**src/rtl/bcrc_thresh_store.sv**
```systemverilog
module bcrc_thresh_store #(
  parameter int VER_W = 64,
  parameter int SEQ_W = 8,
  parameter int CHK_W = 8
) (
  input  logic             clk,
  input  logic             reprog,
  input  logic [VER_W-1:0] reprog_val,
  input  logic             wr_start,
  input  logic [VER_W-1:0] wr_val,
  input  logic             wr_commit,
  output logic [VER_W-1:0] thr
);
  localparam int NBANK = 2;
  localparam logic [CHK_W-1:0] CHK_SALT = {CHK_W/2{2'b10}};

  function automatic logic [CHK_W-1:0] fold(input logic [VER_W-1:0] v, input logic [SEQ_W-1:0] s);
    logic [CHK_W-1:0] r;
    r = CHK_SALT;
    for (int k = 0; k < VER_W; k++) r[k % CHK_W] = r[k % CHK_W] ^ v[k];
    for (int k = 0; k < SEQ_W; k++) r[(k + 3) % CHK_W] = r[(k + 3) % CHK_W] ^ s[k];
    return r;
  endfunction

  logic [VER_W-1:0] b_val [NBANK];
  logic [SEQ_W-1:0] b_seq [NBANK];
  logic [CHK_W-1:0] b_chk [NBANK];
  logic             b_vld [NBANK];
  logic             b_ok  [NBANK];

  logic             cur_sel;
  logic             tgt_sel;
  logic             wr_idx;
  logic [SEQ_W-1:0] next_seq;
  logic [SEQ_W-1:0] seq_diff;

  // Bank selection: newest valid copy wins; sequence compared modulo wrap.
  always_comb begin
    seq_diff = b_seq[1] - b_seq[0];
    if (b_ok[0] && b_ok[1]) cur_sel = (seq_diff != '0) && !seq_diff[SEQ_W-1];
    else                    cur_sel = b_ok[1];
    if (b_ok[0] || b_ok[1]) thr = b_val[cur_sel];
    else                    thr = '1;   // fail-safe: reject every revocable image
    tgt_sel  = ~cur_sel;
    next_seq = b_seq[cur_sel] + 1'b1;
  end

  always_ff @(posedge clk) begin
    if (wr_start) wr_idx <= tgt_sel;
  end

  for (genvar i = 0; i < NBANK; i++) begin : g_bank
    logic [VER_W-1:0] val_q;
    logic [SEQ_W-1:0] seq_q;
    logic [CHK_W-1:0] chk_q;
    logic             vld_q;

    always_ff @(posedge clk) begin
      if (reprog) begin
        val_q <= reprog_val;
        seq_q <= SEQ_W'(1);
        chk_q <= fold(reprog_val, SEQ_W'(1));
        vld_q <= (i == 0);
      end else if (wr_start && (tgt_sel == 1'(i))) begin
        val_q <= wr_val;
        seq_q <= next_seq;
        chk_q <= fold(wr_val, next_seq);
        vld_q <= 1'b0;
      end else if (wr_commit && (wr_idx == 1'(i))) begin
        vld_q <= 1'b1;
      end
    end

    assign b_val[i] = val_q;
    assign b_seq[i] = seq_q;
    assign b_chk[i] = chk_q;
    assign b_vld[i] = vld_q;
    assign b_ok[i]  = vld_q && (chk_q == fold(val_q, seq_q));
  end
endmodule

```
**config.mk**
```make
export PLATFORM = sky130hd
export DESIGN_NAME = bcrc_thresh_store
export DESIGN_NICKNAME = d
export VERILOG_FILES = /design/src/rtl/bcrc_thresh_store.sv
export SDC_FILE = /design/constraint.sdc
export NUM_CORES = 1
export LEC_CHECK = 0
export ABC_AREA = 1
export BUFFER_PORTS_ARGS = -buffer_cell sky130_fd_sc_hd__buf_2
export CAP_MARGIN = 20
export CORE_AREA = 2 2 182 184
export DETAILED_ROUTE_END_ITERATION = 8
export DIE_AREA = 0 0 184 186
export SLEW_MARGIN = 20
export SYNTH_ARGS = -nofsm -noshare
export SYNTH_HDL_FRONTEND = slang
export SYNTH_SLANG_ARGS = --single-unit
```
**constraint.sdc**
```tcl
create_clock -name clk -period 6.08 [get_ports clk]
set_input_delay 0.304 -clock clk [delete_from_list [all_inputs] [get_ports clk]]
set_output_delay 0.304 -clock clk [all_outputs]
set_load 0.05 [all_outputs]
```
==> flow_metrics.py, run 1 <==
metrics = {
    "drt": {
        "via_per_inst": 4.71,
        "drtIter0Drc": 518,
        "drc": 0,
        "drt-total-wl_mm": 31.4,
        "antenna_left": 0,
        "routedWlPerCell_um": 15.0,
        "num_vias": 9811,
        "dr.pass1.iters": 5,
    },
    "floorplanning": {
        "die_h_um": 186,
        "io_pins": 196,
        "die_w_um": 184,
        "rows": 66,
        "coreArea_sq_mm": 0.0322,
        "fp.dieArea_sq_mm": 0.0342,
        "start_util": 0.346,
    },
    "cts": {
        "clk_latency_ps": 430,
        "path_clk_slew_ps": 70,
        "cts_resized": 0,
        "cts_buffers": 17,
        "postCtsSetupBuffers": 0,
        "hold_buffers": 0,
        "cts_buffer_depth": 2,
        "cts.sinks": 163,
        "h-tree-depth": 4,
        "cts_tree": "done",
        "clockRootBuffer": "clkbuf_16",
    },
    "logic_synthesis": {
        "synth_area_leaders": "edfxtp_1 39%, nand2_1 22%, xnor2_1 7.5%",
        "synth_top_area_share": 0.391,
        "synth_seq_cells": 163,
        "synth_edf_count": 145,
        "syn_avg_cell_area_sq_um": 7.53,
        "yosysSeqAreaShare": 0.423,
        "netlist.top_cell.by_area": "edfxtp_1",
        "async_flop_share": 0,
        "yosysUniqueCellTypes": 40,
        "yosysWarnings": 0,
        "synthFlopType": "edfxtp_1",
        "syn_nets": 1621,
        "synth_cells": 1480,
        "synthesis.area_sq_mm": 0.0111,
    },
    "global_route": {
        "grt_pass1_wl_mm": 48.5,
        "antenna_found_initial": 0,
        "grt.overflow.total": 0,
        "grt_max_degree": 79,
        "grt_usage": 0.186,
        "first_global_vias": 9362,
    },
    "setup_path": {
        "path_cells": "inv_2, ha_1, fa_1, o211ai_1, nor2_1, nor3_1, nand3_1, nand2_1, nand3_4, nand2_4, inv_2, o211ai_1, buf_2",
        "critPathCaptureType": "output port",
        "worstPathRequired_ps": 5780,
        "slowest_delay_ps": 560,
        "crit_slowest_cell": "nand2_4",
        "critPathLaunch": "g_bank[1].seq_q[0]$_SDFFE_PP1P_",
        "cp_max_fo": 66,
        "arrival_ps": 4260,
        "critPathLaunchType": "register",
        "critPathKind": "register to output port",
        "r2r_start": "g_bank[1].seq_q[0]$_SDFFE_PP1P_",
    },
    "final_layout": {
        "final_core_util": 0.409,
        "finish.net_count": 1805,
        "drive_above_1_share": 0.162,
        "diodes": 0,
        "fin_area_sq_mm": 0.0132,
        "syn_to_final_growth_pct": 18.2,
        "instances_no_fill": 2085,
    },
    "sta": {
        "period_minus_slack_ps": 4560,
        "hold_violations": 0,
        "relSlewSlack": 0.317,
        "setup_violations": 0,
        "slew_violations": 0,
        "worst_pin_slew_ps": 1020,
        "rsz0062_at_grt": "false",
        "period_share": 0.751,
        "finalClockSkew_ps": 9.33,
        "fin_setup_tns_ps": 0,
        "fin_ws_ps": 1520,
        "fmax_ghz": 0.219,
    },
    "place": {
        "dpl_worst_slack_ps": 1780,
        "dp.cells": 2053,
        "place_congestion": 0.852,
        "place_area_sq_mm": 0.0126,
        "dp_hpwl_mm": 24.2,
        "port_buffers": 195,
    },
    "power": {
        "worst_ir_drop_vdd_uv": 136,
        "power_leakage_nw": 6.31,
        "power.density_mw_per_mm2": 264,
    },
    "worst_hold_path": {
        "hp-class": "input port to register",
        "hold_start": "wr_commit",
    },
    "outcome": {
        "status": "finished, final reports clean",
    },
    "flow_run": {
        "drv_cap": 0,
    },
}
-- cell usage in the layout, fill, tap and decap left out, drive strengths merged --
master and count:
nand2 669, buf 202, inv 170, edfxtp 145
nand3 110, xnor2 95, xor2 64, nor2 47
o211ai 46, o21ai 21, dfxtp 18, clkbuf 18
nand3b 16, a21oi 10, o22ai 9, ha 8
nand4 6, or2 6, bufinv 3, a21boi 2
nor3 2, clkinvlp 2, clkinv 2, and3 1
a21o 1, mux2i 1, a22oi 1, a31oi 1
fa 1
-- final cells by class --
| class | instances | area, sq um |
|---|---|---|
| clock buffers | 18 | 429 |
| fillers | 3239 | 19000 |
| inverters | 163 | 612 |
| well taps | 408 | 510 |
| repair buffers | 202 | 1040 |
| multi-input cells | 1117 | 5680 |
| flip-flops and latches | 163 | 4710 |
| clock inverters | 14 | 194 |
-- cells in the mapped netlist (all sizes together) (2+ instances only) --
cell    count
clkbuf     23
nand2     669
nand4       6
xor2       64
inv       163
nor2       47
nand3b     16
edfxtp    145
nor3        2
o21ai      21
buf        14
o211ai     46
a21boi      2
o22ai       9
a21oi      10
ha          8
or2         6
xnor2      95
dfxtp      18
nand3     110
-- state kept, by name (all words and copies together), names as in the netlist --
register,flops
wr_idx,1
g_bank.chk_q,16
g_bank.vld_q,2
g_bank.seq_q,16
g_bank.val_q,128
-- where the power goes --
group / total, mW / internal (mW) / switching (mW) / leakage (nW)
Sequential: 1.43 / 1.36 / 0.0761 / 1.60
Combinational: 0.902 / 0.320 / 0.582 / 4.41
Clock: 1.15 / 0.663 / 0.484 / 0.299
-- cells by family after synthesis --
group	Yosys count	synth area share
DFF	163	0.423
adders and majority gates	9	0.0108
buffers and inverters	200	0.0695
AOI/OAI and AO/OA	91	0.0535
xor gates and xnor gates	159	0.125
and+or+nand+nor	857	0.317
muxes	1	0.000898
-- metal layers --
layer | track usage | wire length (um) | vias up
met5 | 0 | 0 | -
met4 | 0.0547 | 459 | 0
met3 | 0.0233 | 1190 | 24
met2 | 0.316 | 14900 | 206
met1 | 0.247 | 14800 | 4488
li1 | - | - | 5093
-- stage by stage --
step | power (mW) | hold WS [ps]
2_1_floorplan | 2.08 | 416
3_3_place_gp | 2.35 | 518
3_5_place_dp | 2.36 | 527
4_1_cts | 3.50 | 137
5_1_grt | 3.67 | 144
6_report | 3.48 | 152
-- critical path, delay by kind of cell (launching register included) --
kind / cells / cell delay (ps)
buffers and inverters: 3 / 910
flip-flops: 1 / 440
AND/OR/NAND/NOR: 6 / 1170
AO/OA/AOI/OAI: 2 / 620
adder cells (fa/ha/maj): 2 / 660
-- path summary, 6_finish.rpt --
check / depth (start not counted) / endpoint / slack (ps)
hold reg to reg: 2 / g_bank[1].vld_q$_SDFFE_PP0P_ / 540
hold / removal: 3 / g_bank[1].vld_q$_SDFFE_PP0P_ / 150
setup reg to reg: 18 / g_bank[1].chk_q[4]$_DFFE_PP_ / 1800
setup / recovery: 13 / thr[8] / 1520
Power figures use the tool's default switching activity.
==> run 2: changes to the inputs <==
--- a/config.mk
+++ b/config.mk
@@ -5,12 +5,12 @@
 export SDC_FILE = /design/constraint.sdc
 export NUM_CORES = 1
 export LEC_CHECK = 0
-export ABC_AREA = 1
+export ABC_AREA = 0
 export BUFFER_PORTS_ARGS = -buffer_cell sky130_fd_sc_hd__buf_2
 export CAP_MARGIN = 20
-export CORE_AREA = 2 2 182 184
+export CORE_AREA = 2 2 173 175
 export DETAILED_ROUTE_END_ITERATION = 8
-export DIE_AREA = 0 0 184 186
+export DIE_AREA = 0 0 175 177
 export SLEW_MARGIN = 20
 export SYNTH_ARGS = -nofsm -noshare
 export SYNTH_HDL_FRONTEND = slang
==> constraint.sdc (replaced) <==
create_clock -name clk -period 4.8 [get_ports clk]
set_input_delay 0.24 -clock clk [delete_from_list [all_inputs] [get_ports clk]]
set_output_delay 0.24 -clock clk [all_outputs]
set_load 0.05 [all_outputs]
==> flow_metrics.py, run 2 <==
metrics = {
    "floorplanning": {
        "die_h_um": 177,
        "die_w_um": 175,
        "coreArea_sq_mm": 0.0292,
        "start_util": 0.344,
        "io_pins": 196,
        "fp.dieArea_sq_mm": 0.0310,
        "rows": 63,
    },
    "global_route": {
        "grt_pass1_wl_mm": 36.0,
        "grt_usage": 0.152,
        "antenna_found_initial": 0,
        "grt.overflow.total": 0,
        "first_global_vias": 6674,
        "grt_max_degree": 64,
    },
    "power": {
        "total_power_mw": 4.26,
        "power_leakage_nw": 4.20,
        "power.density_mw_per_mm2": 351,
        "worst_ir_drop_vdd_uv": 209,
    },
    "cts": {
        "clockRootBuffer": "clkbuf_16",
        "clk_latency_ps": 420,
        "cts_buffer_depth": 2,
        "h-tree-depth": 4,
        "hold_buffers": 0,
        "cts.sinks": 163,
        "path_clk_slew_ps": 70,
        "cts_buffers": 17,
        "postCtsSetupBuffers": 0,
        "cts_tree": "done",
        "cts_resized": 0,
    },
    "logic_synthesis": {
        "synthAdderAreaFrac": 0.0119,
        "synth_top_area_share": 0.433,
        "syn_nets": 966,
        "yosysWarnings": 0,
        "syn_avg_cell_area_sq_um": 12.2,
        "synth_compound_area_frac": 0.0318,
        "synthFlopType": "edfxtp_1",
        "synthMuxAreaShare": 0.157,
        "synthSimpleGateAreaFrac": 0.0679,
        "synthesis.area_sq_mm": 0.0101,
        "yosysUniqueCellTypes": 47,
        "synth_seq_cells": 163,
        "async_flop_share": 0,
        "netlist.top_cell.by_area": "edfxtp_1",
        "synth_area_leaders": "edfxtp_1 43%, xnor2_1 20%, mux2_2 7.4%",
        "synth_xor_area_frac": 0.242,
        "synth_most_common_cell": "xnor2_1",
        "synth_edf_count": 145,
        "yosys-top-cells-count": "229 x xnor2_1, 145 x edfxtp_1, 74 x nand2_1, 72 x mux2i_1, 66 x mux2_2",
        "yosysSeqAreaShare": 0.469,
        "synth_cells": 825,
        "synth_top_family_by_area": "XOR/XNOR gates",
    },
    "worst_hold_path": {
        "min_to": "g_bank[1].vld_q$_SDFFE_PP0P_",
        "hp-class": "input port to register",
        "hold_start": "wr_commit",
        "whs_path_depth": 3,
    },
    "final_layout": {
        "mostFrequentLayoutCell": "xnor2_1",
        "drive_above_1_share": 0.314,
        "largest_reg_flops": 128,
        "regMostFlops": "g_bank.val_q",
        "diodes": 0,
        "syn_to_final_growth_pct": 20.5,
        "fill_cells": 2810,
        "top_regs": "g_bank.val_q: 128 flops, g_bank.chk_q: 16 flops, g_bank.seq_q: 16 flops",
        "finish.net_count": 1164,
        "layout_common_cells": "229 x xnor2_1, 194 x buf_2, 145 x edfxtp_1, 73 x nand2_1, 72 x mux2i_1",
    },
    "place": {
        "place_congestion": 0.872,
        "dpl_worst_slack_ps": 327,
        "dp_hpwl_mm": 17.5,
        "port_buffers": 195,
    },
    "flow_run": {
        "drv_cap": 0,
    },
    "drt": {
        "drtIter0Drc": 260,
        "num_vias": 6639,
        "drc": 0,
        "via_per_inst": 4.66,
        "antenna_left": 0,
        "dr.pass1.iters": 4,
        "drt-total-wl_mm": 23.6,
        "routedWlPerCell_um": 16.6,
    },
    "setup_path": {
        "r2r_end": "g_bank[0].chk_q[1]$_DFFE_PP_",
        "r2r_start": "g_bank[1].val_q[41]$_DFFE_PP_",
        "critPathCaptureType": "register",
        "critPathLaunchType": "register",
        "cp_max_fo": 6,
        "r2r_slack_ps": 350,
        "arrival_ps": 4650,
        "critPathKind": "register to register",
        "worstPathRequired_ps": 5000,
        "r2r_cells": 15,
    },
    "sta": {
        "worst_pin_slew_ps": 791,
        "fin_ws_ps": 351,
        "relSlewSlack": 0.473,
        "slew_violations": 0,
        "fmax_ghz": 0.225,
        "fin_setup_tns_ps": 0,
        "period_minus_slack_ps": 4450,
        "period_share": 0.927,
        "hold_violations": 0,
        "setup_violations": 0,
        "rsz0062_at_grt": "false",
        "finalClockSkew_ps": 9.52,
    },
    "outcome": {
        "status": "finished, final reports clean",
    },
}
## run 2: cell types whose count changed after synthesis, moves of 45 or more
cell,delta
mux2i_1,+71
nand2_1,-587
o211ai_1,-45
mux2_2,+66
xnor2_1,+134
inv_1,-134
nand3_1,-90
## run 2: worst max path at each step
stage,start,end,cells past startpoint
after floorplan,g_bank[0].seq_q[2]$_SDFFE_PP0P_,g_bank[0].chk_q[0]$_DFFE_PP_,12
after global placement,g_bank[1].val_q[41]$_DFFE_PP_,g_bank[0].chk_q[1]$_DFFE_PP_,15
after global routing,g_bank[1].seq_q[0]$_SDFFE_PP1P_,g_bank[1].chk_q[1]$_DFFE_PP_,18
final,g_bank[1].val_q[41]$_DFFE_PP_,g_bank[0].chk_q[1]$_DFFE_PP_,15
after CTS,g_bank[1].val_q[41]$_DFFE_PP_,g_bank[0].chk_q[1]$_DFFE_PP_,15
after detailed placement,g_bank[1].val_q[41]$_DFFE_PP_,g_bank[0].chk_q[1]$_DFFE_PP_,15
## run 2: report_power, final
part / internal [mW] / switching, mW / total (mW) / leakage (nW)
Combinational: 0.555 / 0.599 / 1.15 / 2.34
Sequential: 1.71 / 0.0772 / 1.78 / 1.59
Clock: 0.728 / 0.594 / 1.32 / 0.271
## run 2: cells by family (layout without fill, tap and decap cells)
| kind of cell | count (synthesis) | after routing |
|---|---|---|
| buffers and inverters | 48 | 258 |
| muxes | 143 | 143 |
| and+or+nand+nor | 153 | 153 |
| DFF | 163 | 163 |
| adders and majority gates | 9 | 9 |
| AOI/OAI and AO/OA | 44 | 44 |
| xor gates and xnor gates | 265 | 265 |
## run 2: critical path, cell delays in order (launching register included)
cell and delay (ps):
edfxtp_1 420, xnor2_1 270, xnor2_1 170, xnor2_1 170, xnor2_1 160, nor4_1 580, nand3_1 330, a41o_1 350
o21ai_0 180, ha_2 310, nand3_1 140, nor3_1 220, xnor2_1 160, and3_1 210, mux2_2 270, a2111oi_2 280
## run 2: area by class of cell
cell class / instances / area, sq um / area share
Multi-Input combinational cell: 614 / 5180 / 0.427
Sequential cell: 163 / 4710 / 0.389
Timing Repair Buffer: 212 / 1120 / 0.0923
Tap cell: 390 / 488 / 0.0403
Clock buffer: 17 / 425 / 0.0351
Clock inverter: 14 / 141 / 0.0117
Inverter: 15 / 56.3 / 0.00465
## run 2: layer usage
metal,track usage,part of all wire
met3,0.0277,0.045
met1,0.191,0.44
met4,0.0396,0.012
met2,0.270,0.50
met5,0,0
## run 2: through the flow
stage	hold WS (ps)	cell area, sq um	util	instances
4_1_cts	48.0	12100	0.414	1425
5_1_grt	53.2	12100	0.414	1425
6_report	69.2	12100	0.414	1425
2_1_floorplan	352	10100	-	825
3_3_place_gp	491	11600	0.395	1394
3_5_place_dp	499	11600	0.395	1394
==> run 3: changes to the inputs <==
--- a/config.mk
+++ b/config.mk
@@ -6,11 +6,13 @@
 export NUM_CORES = 1
 export LEC_CHECK = 0
 export ABC_AREA = 0
+export ABC_CLOCK_PERIOD_IN_PS = 4800
 export BUFFER_PORTS_ARGS = -buffer_cell sky130_fd_sc_hd__buf_2
 export CAP_MARGIN = 20
-export CORE_AREA = 2 2 173 175
+export CORE_AREA = 2 2 123 245
 export DETAILED_ROUTE_END_ITERATION = 8
-export DIE_AREA = 0 0 175 177
+export DIE_AREA = 0 0 125 247
+export GPL_TIMING_DRIVEN = 0
 export SLEW_MARGIN = 20
 export SYNTH_ARGS = -nofsm -noshare
 export SYNTH_HDL_FRONTEND = slang
==> flow_metrics.py, run 3 (synthesis gave the netlist of run 2 again) <==
metrics = {
    "setup_path": {
        "r2r_slack_ps": 250,
        "critPathKind": "register to register",
        "r2r_cells": 17,
        "critPathLaunch": "g_bank[0].seq_q[3]$_SDFFE_PP0P_",
        "cp_max_fo": 12,
        "critPathLaunchType": "register",
        "arrival_ps": 4770,
        "worstPathRequired_ps": 5010,
        "r2r_end": "g_bank[0].chk_q[1]$_DFFE_PP_",
        "critPathCaptureType": "register",
        "r2r_start": "g_bank[0].seq_q[3]$_SDFFE_PP0P_",
    },
    "sta": {
        "period_share": 0.949,
        "hold_ws_ps": 69.9,
        "hold_violations": 0,
        "period_minus_slack_ps": 4550,
        "finalClockSkew_ps": 7.54,
        "fin_ws_ps": 247,
        "fin_setup_tns_ps": 0,
        "slew_violations": 0,
        "worst_pin_slew_ps": 1090,
        "relSlewSlack": 0.271,
        "rsz0062_at_grt": "false",
        "setup_violations": 0,
        "fmax_ghz": 0.220,
    },
    "floorplanning": {
        "die_h_um": 247,
        "io_pins": 196,
        "rows": 89,
        "start_util": 0.345,
        "coreArea_sq_mm": 0.0292,
        "fp.dieArea_sq_mm": 0.0309,
        "die_w_um": 125,
    },
    "place": {
        "dpl_worst_slack_ps": -545,
        "dp.cells": 1389,
        "place_congestion": 0.854,
        "place_area_sq_mm": 0.0117,
        "dp_hpwl_mm": 22.2,
        "port_buffers": 194,
    },
    "final_layout": {
        "regMostFlops": "g_bank.val_q",
        "finish.net_count": 1187,
        "diodes": 0,
        "fin_area_sq_mm": 0.0123,
        "syn_to_final_growth_pct": 22.3,
        "largest_reg_flops": 128,
        "instances_no_fill": 1423,
        "layout_common_cells": "229 x xnor2_1, 199 x buf_2, 145 x edfxtp_1, 74 x nand2_1, 72 x mux2i_1",
        "mostFrequentLayoutCell": "xnor2_1",
        "final_core_util": 0.422,
        "top_regs": "g_bank.val_q: 128 flops, g_bank.chk_q: 16 flops, g_bank.seq_q: 16 flops",
        "drive_above_1_share": 0.310,
    },
    "worst_hold_path": {
        "hp-class": "input port to register",
        "min_to": "g_bank[1].vld_q$_SDFFE_PP0P_",
        "whs_path_depth": 3,
        "hold_start": "wr_commit",
    },
    "drt": {
        "dr.pass1.iters": 5,
        "drc": 0,
        "routedWlPerCell_um": 20.7,
        "drt-total-wl_mm": 29.5,
        "via_per_inst": 5.04,
        "num_vias": 7176,
        "antenna_left": 0,
        "drtIter0Drc": 446,
    },
    "global_route": {
        "antenna_found_initial": 1,
        "first_global_vias": 7152,
        "grt.overflow.total": 0,
        "grt_usage": 0.186,
        "grt_pass1_wl_mm": 42.5,
        "grt_max_degree": 22,
    },
    "power": {
        "power_leakage_nw": 4.29,
        "worst_ir_drop_vdd_uv": 207,
        "total_power_mw": 4.32,
        "power.density_mw_per_mm2": 351,
    },
    "outcome": {
        "status": "finished, final reports clean",
    },
    "cts": {
        "cts_buffer_depth": 2,
        "clockRootBuffer": "clkbuf_16",
        "cts.sinks": 163,
        "path_clk_slew_ps": 70,
        "cts_buffers": 17,
        "clk_latency_ps": 430,
        "hold_buffers": 0,
        "h-tree-depth": 4,
        "cts_tree": "done",
    },
    "flow_run": {
        "drv_cap": 0,
    },
}
==> run 3: cell count changes in the layout (fill, tap and decap cells not counted), moves of 2 or more <==
cell | previous run | this run
buf_2 | 194 | 199
dfxtp_2 | 0 | 2
inv_6 | 6 | 2
buf_16 | 0 | 6
clkinv_2 | 1 | 3
inv_8 | 2 | 0
buf_4 | 17 | 10
clkbuf_1 | 0 | 22
dfxtp_1 | 18 | 16
==> run 3: metal layers <==
metal / global-route usage / wire [um] / up-vias
li1: - / - / 3335
met1: 0.237 / 12500 / 3513
met2: 0.324 / 14600 / 294
met3: 0.0292 / 1700 / 32
met4: 0.0588 / 698 / 2
met5: 0 / 10 / -
==> run 3: cell type report <==
type | count | area (sq um)
Clock buffer | 19 | 433
Tap cell | 364 | 455
Sequential cell | 163 | 4720
Multi-Input combinational cell | 614 | 5190
Buffer | 30 | 138
Fill cell | 2828 | 16900
Clock inverter | 13 | 135
Inverter | 15 | 56.3
Timing Repair Buffer | 205 | 1170
==> run 3: how the worst max path moves through the flow <==
stage                                               end  slack [ps]  cells past startpoint
final                      g_bank[0].chk_q[1]$_DFFE_PP_         250                     17
after global routing       g_bank[0].chk_q[1]$_DFFE_PP_          80                     19
after CTS                  g_bank[0].chk_q[1]$_DFFE_PP_         -30                     19
after detailed placement   g_bank[0].chk_q[1]$_DFFE_PP_        -550                     20
after global placement    g_bank[0].val_q[42]$_DFFE_PP_       -1580                     12
after floorplan            g_bank[0].chk_q[0]$_DFFE_PP_         130                     12
==> run 3: repair_timing <==
item	in CTS	in global routing
buffers inserted	2	3
gates resized for setup	2	5
setup endpoints to repair	54	62
pin swaps	1	1
==> run 3: power by group <==
group	switching [mW]	internal, mW	total, mW
Clock	0.560	0.764	1.32
Combinational	0.637	0.570	1.21
Sequential	0.0797	1.71	1.79
Total	1.28	3.04	4.32
==> run 3: worst max-delay path: stages (launching register included) <==
cell	delay (ps)
dfxtp_1	520
inv_1	130
ha_1	360
nand2_1	90
a21oi_1	70
o41ai_2	370
a21oi_1	200
xnor2_1	290
nand2_1	100
a41o_2	350
o21ai_0	200
ha_2	320
nand3_1	150
nor3_1	230
xnor2_1	180
and3_1	230
mux2_2	280
a2111oi_4	270
